<file path="src/rtl/da_pkg.sv">
package da_pkg;

  typedef enum logic {
    PH_IDLE = 1'b0,
    PH_RUN  = 1'b1
  } run_phase_t;

endpackage

</file>
<file path="src/rtl/da_bit_feeder.sv">
module da_bit_feeder
  import da_pkg::*;
#(
  parameter int K = 4,
  parameter int N = 8
) (
  input  logic           clk,
  input  logic           rst,
  input  logic           start,
  input  logic [K*N-1:0] samples,
  output logic           busy,
  output logic [K-1:0]   slice,
  output logic           slice_vld,
  output logic           slice_first,
  output logic           slice_last
);

  localparam int CW = (N > 1) ? $clog2(N) : 1;

  run_phase_t     phase_q;
  logic [CW-1:0]  bit_cnt_q;
  logic           accept;

  assign accept = start && (phase_q == PH_IDLE);
  assign busy   = (phase_q == PH_RUN);

  always_ff @(posedge clk) begin
    if (rst) begin
      phase_q   <= PH_IDLE;
      bit_cnt_q <= '0;
    end else if (accept) begin
      phase_q   <= PH_RUN;
      bit_cnt_q <= '0;
    end else if (phase_q == PH_RUN) begin
      if (bit_cnt_q == CW'(N - 1)) begin
        phase_q <= PH_IDLE;
      end
      bit_cnt_q <= bit_cnt_q + 1'b1;
    end
  end

  for (genvar k = 0; k < K; k++) begin : g_lane
    logic [N-1:0] sreg_q;
    always_ff @(posedge clk) begin
      if (rst) begin
        sreg_q <= '0;
      end else if (accept) begin
        sreg_q <= samples[k*N +: N];
      end else if (phase_q == PH_RUN) begin
        sreg_q <= {1'b0, sreg_q[N-1:1]};
      end
    end
    assign slice[k] = sreg_q[0];
  end

  assign slice_vld   = busy;
  assign slice_first = busy && (bit_cnt_q == '0);
  assign slice_last  = busy && (bit_cnt_q == CW'(N - 1));

endmodule

</file>
<file path="src/rtl/da_coef_rom.sv">
module da_coef_rom #(
  parameter int K = 4,
  parameter int M = 12,
  parameter logic [K*M-1:0] COEFS = '0
) (
  input  logic                                clk,
  input  logic                                rst,
  input  logic [K-1:0]                        addr,
  input  logic                                in_vld,
  input  logic                                in_first,
  input  logic                                in_last,
  output logic signed [M+$clog2(K)-1:0]       rd_data,
  output logic                                rd_vld,
  output logic                                rd_first,
  output logic                                rd_last
);

  localparam int TW    = M + $clog2(K);
  localparam int DEPTH = 1 << K;

  function automatic logic signed [TW-1:0] entry_val(input int e);
    logic signed [TW-1:0] acc;
    acc = '0;
    for (int k = 0; k < K; k++) begin
      if (((e >> k) & 1) == 1) begin
        acc = acc + TW'($signed(COEFS[k*M +: M]));
      end
    end
    return acc;
  endfunction

  logic signed [TW-1:0] table_mem [DEPTH];

  for (genvar e = 0; e < DEPTH; e++) begin : g_entry
    localparam logic signed [TW-1:0] ENT = entry_val(e);
    assign table_mem[e] = ENT;
  end

  always_ff @(posedge clk) begin
    rd_data <= table_mem[addr];
  end

  always_ff @(posedge clk) begin
    if (rst) begin
      rd_vld   <= 1'b0;
      rd_first <= 1'b0;
      rd_last  <= 1'b0;
    end else begin
      rd_vld   <= in_vld;
      rd_first <= in_first;
      rd_last  <= in_last;
    end
  end

endmodule

</file>
<file path="src/rtl/da_shift_acc.sv">
module da_shift_acc #(
  parameter int TW = 14,
  parameter int N  = 8,
  parameter int AW = TW + N + 2
) (
  input  logic                 clk,
  input  logic                 rst,
  input  logic signed [TW-1:0] term,
  input  logic                 term_vld,
  input  logic                 term_first,
  input  logic                 term_last,
  output logic signed [AW-1:0] result,
  output logic                 done,
  output logic signed [AW-1:0] acc_sum
);

  logic signed [AW-1:0] acc_q;
  logic signed [AW-1:0] base;
  logic signed [AW-1:0] scaled;
  logic signed [AW-1:0] nxt;

  assign base    = term_first ? '0 : acc_q;
  assign scaled  = AW'(term) <<< N;
  assign acc_sum = term_last ? (base - scaled) : (base + scaled);
  assign nxt     = acc_sum >>> 1;

  always_ff @(posedge clk) begin
    if (rst) begin
      acc_q  <= '0;
      result <= '0;
      done   <= 1'b0;
    end else begin
      done <= 1'b0;
      if (term_vld) begin
        acc_q <= nxt;
        if (term_last) begin
          result <= nxt;
          done   <= 1'b1;
        end
      end
    end
  end

endmodule

</file>
<file path="src/rtl/da_dot_product.sv">
module da_dot_product #(
  parameter int K = 4,
  parameter int N = 8,
  parameter int M = 12,
  parameter logic [K*M-1:0] COEFS = {12'h0E1, 12'h79A, 12'hD9A, 12'h5C3}
) (
  input  logic                              clk,
  input  logic                              rst,
  input  logic                              start,
  input  logic [K*N-1:0]                    samples,
  output logic signed [M+$clog2(K)+N+1:0]   result,
  output logic                              done
);

  localparam int TW = M + $clog2(K);
  localparam int AW = TW + N + 2;

  logic                 busy;
  logic [K-1:0]         slice;
  logic                 slice_vld;
  logic                 slice_first;
  logic                 slice_last;
  logic signed [TW-1:0] rd_data;
  logic                 rd_vld;
  logic                 rd_first;
  logic                 rd_last;
  logic signed [AW-1:0] acc_sum;

  da_bit_feeder #(.K(K), .N(N)) u_feed (
    .clk         (clk),
    .rst         (rst),
    .start       (start),
    .samples     (samples),
    .busy        (busy),
    .slice       (slice),
    .slice_vld   (slice_vld),
    .slice_first (slice_first),
    .slice_last  (slice_last)
  );

  da_coef_rom #(.K(K), .M(M), .COEFS(COEFS)) u_rom (
    .clk      (clk),
    .rst      (rst),
    .addr     (slice),
    .in_vld   (slice_vld),
    .in_first (slice_first),
    .in_last  (slice_last),
    .rd_data  (rd_data),
    .rd_vld   (rd_vld),
    .rd_first (rd_first),
    .rd_last  (rd_last)
  );

  da_shift_acc #(.TW(TW), .N(N), .AW(AW)) u_acc (
    .clk        (clk),
    .rst        (rst),
    .term       (rd_data),
    .term_vld   (rd_vld),
    .term_first (rd_first),
    .term_last  (rd_last),
    .result     (result),
    .done       (done),
    .acc_sum    (acc_sum)
  );

endmodule

</file>
<file path="config.mk">
export PLATFORM = sky130hd
export DESIGN_NAME = da_dot_product
export DESIGN_NICKNAME = d
export VERILOG_FILES = /design/src/rtl/da_pkg.sv /design/src/rtl/da_bit_feeder.sv /design/src/rtl/da_coef_rom.sv /design/src/rtl/da_shift_acc.sv /design/src/rtl/da_dot_product.sv
export SDC_FILE = /design/constraint.sdc
export NUM_CORES = 1
export LEC_CHECK = 0
export ABC_AREA = 1
export CAP_MARGIN = 20
export CORE_ASPECT_RATIO = 0.7
export CORE_MARGIN = 8
export CORE_UTILIZATION = 35
export DETAILED_ROUTE_END_ITERATION = 6
export GPL_TIMING_DRIVEN = 0
export PLACE_DENSITY_LB_ADDON = 0.1
export SLEW_MARGIN = 5
export SYNTH_ARGS = -nofsm -noshare
export SYNTH_HDL_FRONTEND = slang
export SYNTH_HIERARCHICAL = 1
export SYNTH_SLANG_ARGS = --single-unit
export TNS_END_PERCENT = 1
</file>
<file path="constraint.sdc">
create_clock -name clk -period 3.08 [get_ports clk]
set_input_delay 0.77 -clock clk [delete_from_list [all_inputs] [get_ports clk]]
set_output_delay 0.77 -clock clk [all_outputs]
set_load 0.005 [all_outputs]
</file>
# Word level (Yosys, flattened, before mapping)
# Memory sizes are Yosys's and may differ from the RTL's. A register that Yosys moved wholly into a read port is not among the register bits.
# Cells that the tools add are included.
[totals] regBits=86 mem_bits_ro=224 out_inout_bits=25 word_cells=42 memories=1
[memory_table] name="(name not given)" words=16 width=14 read_ports=1 rd_ports_with_merged_regs=1 wr=0 line="da_coef_rom.sv:40" text="rd_data <= table_mem[addr];"
[op_classes] n_addsub=3 eq_ne=1 mux=14 bitwise=3 n_reduce_logical=8
[ops] cell="2-to-1 mux 8 bit" n=8
[ops] cell="2-to-1 mux 24 bit" n=2
[ops] cell="adder 24 x 22 -> 24 bit" n=1
[ops] cell="subtractor 24 x 22 -> 24 bit" n=1
[ops] cell="inverter 4 -> 5 bit" n=1
[ops] cell="2-to-1 mux 1 bit" n=4
[ops] cell="OR reduction 2 bit" n=2
[ops] cell="adder 3 x 1 -> 3 bit (second input constant)" n=1
[ops] cell="== test 3 bit (second input constant)" n=1
[ops] cell="logical AND 1 bit" n=3
[ops] cell="zero test 3 bit" n=1
[ops] cell="inverter 1 bit" n=2
[ops] cell="AND reduction 2 bit" n=1
[ops] cell="nonzero test 2 bit" n=1

# Depth between registers and ports, before layout
# Gate-level depths: netlist of the first run.
[depth] depth_word=4 mapped_depth=21 mapped_depth_nobuf=21

# Cells and area by module
# The synthesis of the first run kept the hierarchy.
[modules_own_cells] module="da_shift_acc" instances=1 cells_each=510 area_each_um2=3154.3 seq_area_each_um2=940.9
[modules_own_cells] module="da_bit_feeder" instances=1 cells_each=262 area_each_um2=1725.4 seq_area_each_um2=720.7
[modules_own_cells] module="da_coef_rom" instances=1 cells_each=94 area_each_um2=740.7 seq_area_each_um2=320.3

# Least setup slack after synthesis of the first run
# Ideal clock, no wire load.
[synth_timing] path_kind="register to register" from="reg u_rom.rd_data[0]" to="reg, netlist name u_acc/acc_q[22]" setup_ns=0.109 arrival_time_ns=2.187 t_required_ns=2.971 setup_slack_ns=0.784 path_stages_with_launch=20 n_path_buf=0 cell_sequence="dfxtp_1 -> inv_1 -> ha_1 -> nand3_1 -> nor2_1 -> nand2_1 -> o21ai_0 -> xnor2_1 -> inv_1 -> ha_1 -> a21oi_1 -> nand2_1 -> nand2_1 -> nand2_1 -> inv_1 -> nand2_1 -> nand2_1 -> nand3_1 -> nand2_1 -> inv_1"
[synth_via] elab_chain_len=2
[synth_rtl] element="from (decl)" line="da_coef_rom.sv:12" text="output logic signed [M+$clog2(K)-1:0] rd_data,"
[synth_rtl] element="adder 24 x 22 -> 24 bit or subtractor 24 x 22 -> 24 bit (tied branches)" line="da_shift_acc.sv:24" text="assign acc_sum = term_last ? (base - scaled) : (base + scaled);"
[synth_rtl] element="2-to-1 mux 24 bit *" line="da_shift_acc.sv:24"
# Mark *: on every way between the ends. The rest lies on a longest branch, timed or not.
# A chain may end at the register's enable or synchronous reset.

# Final worst setup path of the first run
[layout_timing] from="reg u_rom.rd_data[0]" to="reg, netlist name u_acc/acc_q[22]"
[layout_via] elab_chain_len=2
[layout_rtl] element="adder 24 x 22 -> 24 bit or subtractor 24 x 22 -> 24 bit (tied branches)" line="da_shift_acc.sv:24"
[layout_rtl] element="2-to-1 mux 24 bit *" line="da_shift_acc.sv:24"
# Marked as above.

==> results of run 1 <==
[repair_timing]
| item | CTS | global route |
|---|---|---|
| setup endpoints to repair | 0 | 1 |
| endpoints found under the hold margin | 0 | 0 |
| resized for setup | 0 | 1 |
| hold buffers | 0 | 0 |
[metrics by stage]
step | hold slack [ns] | cells | area (um2) | setup WS, ns | utilization
6_report | 0.468 | 1119 | 6660 | 0.444 | 0.431
5_1_grt | 0.489 | 1119 | 6660 | 0.0722 | 0.431
4_1_cts | 0.470 | 1119 | 6660 | 0.396 | 0.431
3_5_place_dp | 0.457 | 1103 | 6360 | 0.389 | 0.412
3_3_place_gp | 0.459 | 1103 | 6360 | 0.363 | 0.412
2_1_floorplan | 0.435 | 844 | 5520 | 0.805 | -
[placed cells by master, fill, tap and decap left out, types with 12 or more instances in the layout]
master,instances
nand2_1,235
buf_4,13
buf_2,15
dfxtp_1,98
ha_1,27
nand3_1,95
a21oi_1,50
o21ai_0,32
nand2_2,12
inv_1,138
clkdlybuf4s50_1,59
nor2_1,70
[layout make-up]
cell class                      instances  area, um2
Multi-Input combinational cell        562       2790
Timing Repair Buffer                   59        591
Clock buffer                            9        225
Fill cell                            1629       8790
Buffer                                 41        230
Clock inverter                          7       70.1
Tap cell                              200        250
Sequential cell                        98       1960
Inverter                              143        544
[worst register-to-register path, stage by stage, from the launching register on]
cell	delay, ns
dfxtp_1	0.34
inv_1	0.08
ha_1	0.16
nand3_1	0.15
nor2_2	0.19
nand2_1	0.07
o21ai_0	0.19
xnor2_1	0.14
inv_1	0.06
ha_1	0.36
a21oi_1	0.20
nand2_1	0.11
nand2_1	0.07
nand2_1	0.06
inv_1	0.05
nand2_1	0.04
nand2_1	0.09
nand3_1	0.08
nand2_1	0.08
inv_1	0.03
[power by group]
group          switching (uW)  internal [uW]  total (uW)
combinational             537            325         863
sequential               39.5           1340        1380
clock                     547            571        1120
total                    1120           2230        3360
[per-layer routing]
layer | vias to the layer above | share of wire
li1 | 2733 | -
met1 | 2234 | 0.57
met2 | 69 | 0.39
met3 | 4 | 0.032
met4 | 0 | 0.0044
met5 | - | 0
[registers in the layout, summed over array words and instances (netlist names)]
| name | flops |
|---|---|
| u_feed/busy | 1 |
| u_feed/bit_cnt_q | 3 |
| u_rom/rd_first | 1 |
| u_rom/rd_data | 13 |
| u_feed/g_lane.sreg_q | 32 |
| u_acc/result | 23 |
| u_acc/acc_q | 22 |
| u_acc/done | 1 |
| u_rom/rd_vld | 1 |
| u_rom/rd_last | 1 |
[final timing paths]
path	slack, ns	start	to
setup / recovery	0.44	u_rom/rd_data[0]	u_acc/acc_q[22]
hold / removal	0.47	u_feed/g_lane[3].sreg_q[7]	u_feed/g_lane[3].sreg_q[7]
setup reg to reg	0.44	u_rom/rd_data[0]	u_acc/acc_q[22]
hold reg to reg	0.47	u_feed/g_lane[3].sreg_q[7]	u_feed/g_lane[3].sreg_q[7]
==> impl_metrics.tcl, run 1 <==
set metrics [dict create \
    slowest_stage "ha_1" \
    gp_congestion 0.795 \
    clock_latency_ns 0.35 \
    period_minus_slack_ns 2.64 \
    slew_headroom 0.626 \
    cp_top_family "simple AND/OR/NAND/NOR gates" \
    drv_slew 0 \
    avgRoutedWirePerCell_um 12.1 \
    start_util 0.357 \
    ys_warn_count 6 \
    crit_buf_inv 4 \
    place_hpwl_um 10500 \
    final_nets 977 \
    antenna_cells 0 \
    fmax_mhz 379 \
    grt_max_degree 20 \
    synthToLayoutAreaGrowth_pct 20.6 \
    postRouteAntennaNets 0 \
    die_h_um 121 \
    cts_tree "yes" \
    die_area_um2 20100 \
    cts_made_buffers 9 \
    grtUsageMet2 0.200 \
    grt_busiest_layer "met1" \
    worst_slew_pin_slew_ns 0.560 \
    row_count 38 \
    slowest_delay_ns 0.36 \
    setup_tns_ns 0 \
    powerDensity_nw_per_um2 504 \
    critPathMostFrequentCell "nand2_1" \
    core_region_area_um2 15500 \
    worst-path-stages 19 \
    drive_gt1_frac 0.0751 \
    total_power_uw 3360 \
    crit_type "flop to flop" \
    route.detailed.drc 0 \
    setup_viol 0 \
    cts_buffer_depth 2 \
    routed_via_density 4.50 \
    crit_chain "inv_1 > ha_1 > nand3_1 > nor2_2 > nand2_1 > o21ai_0 > xnor2_1 > inv_1 > ha_1 > a21oi_1 > nand2_1 > nand2_1 > nand2_1 > inv_1 > nand2_1 > nand2_1 > nand3_1 > nand2_1 > inv_1" \
    synth.avg_cell_area_um2 6.54 \
    io_buffers 59 \
    worstPathArrival_ns 2.89 \
    ctsRootBufferMaster "clkbuf_16" \
    synth_fp_nets 907 \
    antenna_found_initial 0 \
    hold_viol_final 0 \
    use_met1 0.206 \
    dr_total_vias 5040 \
    drt-initial-drc-count 252 \
    io_pins 60 \
    ff2ff_path_depth 19 \
    cap_violations 0 \
    status "complete, no violations" \
    grtUsageMet3 0.0292 \
    leakage_uw 0.00348 \
    startpoint_type "flop" \
    required_ns 3.33 \
    grt_pass1_wl_um 23200 \
    finClkSkew_ns 0.00979 \
    grtUsageTotal 0.139 \
    peakVddDrop_v 0.000317 \
    clkTransAtPathRegs_ns 0.07 \
    clock-sinks 98 \
    period_share 0.856 \
    grt.overflow.total 0 \
    rsz0062_at_grt "no" \
    routed_wl_um 13500 \
    dr.pass1.iters 5 \
    critPathCaptureType "flop" \
    min_path_type "flop to flop" \
    die_x_um 166 \
    worstHoldPathCells 2 \
    cts_setup_buffers 0 \
    h-tree-depth 3 \
    synth_cells 844 \
    grt_pass1_vias 4802 \
    path_max_fanout 6 \
    synth_area_um2 5520 \
]
(Power assumes the default switching activity.)
==> inputs of run 2 (changes only) <==
==> constraint.sdc (replaced) <==
create_clock -name clk -period 3.4 [get_ports clk]
set_input_delay 0.85 -clock clk [delete_from_list [all_inputs] [get_ports clk]]
set_output_delay 0.85 -clock clk [all_outputs]
set_load 0.005 [all_outputs]
==> run 2 against run 1 <==
Effect of this change:
- worst setup slack better by 0.23 ns
- utilization barely moved
- critical path depth stayed put
- non-clock buffer count is the same
- via count up 0.18%
- fmax decreased by 3.2%
- combinational power is 9.5% lower
- sequential power shrank 9%
- die area stayed put
- sequential share of layout area hardly changed
- clock skew about the same
- global-route usage is the same
- critical endpoint unchanged
- highest routed layer unchanged
==> impl_metrics.tcl, run 2 (synthesis results as in run 1) <==
set metrics [dict create \
    routed_via_density 4.51 \
    total_power_uw 3040 \
    grt_pass1_vias 4802 \
    dr.pass1.iters 5 \
    worst_slew_pin_slew_ns 0.556 \
    die_x_um 166 \
    switchingPower_uw 1020 \
    setup_viol 0 \
    peakVddDrop_v 0.000287 \
    crit_type "flop to flop" \
    fill_cells 1628 \
    instances_no_fill 1119 \
    ctsResizeCount 0 \
    avgRoutedWirePerCell_um 12.1 \
    worstPathArrival_ns 2.97 \
    leakage_uw 0.00348 \
    clock_latency_ns 0.35 \
    period_minus_slack_ns 2.72 \
    drt-initial-drc-count 257 \
    cts_buffer_depth 2 \
    min_path_type "flop to flop" \
    route.detailed.drc 0 \
    path_max_fanout 6 \
    grt_pass1_wl_um 23200 \
    routed_wl_um 13500 \
    status "complete, no violations" \
    drv_slew 0 \
    cap_violations 0 \
    io_buffers 59 \
    finClkSkew_ns 0.0100 \
    synthToLayoutAreaGrowth_pct 20.6 \
    row_count 38 \
    largest_reg_flops 32 \
    drive_gt1_frac 0.0740 \
    grt_max_degree 20 \
    hold_buffers 0 \
    final_util 0.431 \
    die_area_um2 20100 \
    p_seq_frac 0.410 \
    gp_congestion 0.795 \
    io_pins 60 \
    hold_viol_final 0 \
    cts_tree "yes" \
    final_nets 977 \
    antenna_found_initial 0 \
    grtUsageTotal 0.139 \
    final_common_cell "nand2_1" \
    period_share 0.800 \
    grt.overflow.total 0 \
    fmax_mhz 367 \
    top_register "u_feed/g_lane.sreg_q" \
    clock-sinks 98 \
    antenna_cells 0 \
    postRouteAntennaNets 0 \
    start_util 0.357 \
    rsz0062_at_grt "no" \
    powerDensity_nw_per_um2 457 \
    most-common-layout-cells "nand2_1 (235), inv_1 (138), dfxtp_1 (98)" \
    core_region_area_um2 15500 \
    startpoint_type "flop" \
    setup_tns_ns 0 \
    place_inst 1103 \
    internal_power_uw 2020 \
    r2r_slack_ns 0.68 \
    critPathCaptureType "flop" \
    required_ns 3.65 \
    p_clk_frac 0.333 \
    place_hpwl_um 10500 \
    ctsRootBufferMaster "clkbuf_16" \
    h-tree-depth 3 \
    cts_setup_buffers 0 \
    swShare 0.335 \
    cts_made_buffers 9 \
    clkTransAtPathRegs_ns 0.07 \
    comb_power_share 0.257 \
    dr_total_vias 5049 \
    die_h_um 121 \
    slew_headroom 0.629 \
    reg_top3 "u_feed/g_lane.sreg_q x32, u_acc/result x23, u_acc/acc_q x22" \
]
[run 2: layer usage]
| metal | GRT usage | part of all wire |
|---|---|---|
| met1 | 0.206 | 0.57 |
| met2 | 0.200 | 0.39 |
| met3 | 0.0292 | 0.032 |
| met4 | 0.0311 | 0.0044 |
| met5 | 0 | 0 |
[run 2: final timing paths]
| path | depth (start not counted) | start | to |
|---|---|---|---|
| hold reg to reg | 2 | u_feed/g_lane[3].sreg_q[7] | u_feed/g_lane[3].sreg_q[7] |
| setup reg to reg | 19 | u_rom/rd_data[0] | u_acc/acc_q[22] |
| hold / removal | 2 | u_feed/g_lane[3].sreg_q[7] | u_feed/g_lane[3].sreg_q[7] |
| setup / recovery | 19 | u_rom/rd_data[0] | u_acc/acc_q[22] |
[run 2: cell type report]
cell class / count / area [um2] / area share
Tap cell: 200 / 250 / 0.0376
Sequential cell: 98 / 1960 / 0.295
Multi-Input combinational cell: 562 / 2780 / 0.418
Inverter: 143 / 544 / 0.0818
Clock inverter: 7 / 70.1 / 0.0105
Clock buffer: 9 / 225 / 0.0338
Buffer: 41 / 230 / 0.0346
Timing Repair Buffer: 59 / 591 / 0.0887
[run 2: worst max-delay path: stages (launching register included)]
cell     delay [ns]
dfxtp_1        0.34
inv_1          0.08
ha_1           0.16
nand3_1        0.14
nor2_1         0.27
nand2_1        0.08
o21ai_0        0.19
xnor2_1        0.14
inv_1          0.06
ha_1           0.36
a21oi_1        0.20
nand2_1        0.11
nand2_1        0.07
nand2_1        0.05
inv_1          0.05
nand2_1        0.04
nand2_1        0.09
nand3_1        0.08
nand2_1        0.08
inv_1          0.03
[run 2: metrics by stage]
| step | hold slack, ns | instance area [um2] | setup WS, ns |
|---|---|---|---|
| 3_3_place_gp | 0.459 | 6360 | 0.603 |
| 6_report | 0.468 | 6660 | 0.679 |
| 3_5_place_dp | 0.457 | 6360 | 0.629 |
| 2_1_floorplan | 0.435 | 5520 | 1.12 |
| 5_1_grt | 0.489 | 6660 | 0.310 |
| 4_1_cts | 0.470 | 6660 | 0.716 |
[run 2: power by group through the flow]
stage | sequential, uW | combinational [uW] | clock [uW]
2_1_floorplan | 1260 | 582 | 0
3_3_place_gp | 1270 | 782 | 0
3_5_place_dp | 1270 | 778 | 0
4_1_cts | 1250 | 785 | 1050
5_1_grt | 1250 | 903 | 1100
6_report | 1250 | 781 | 1010
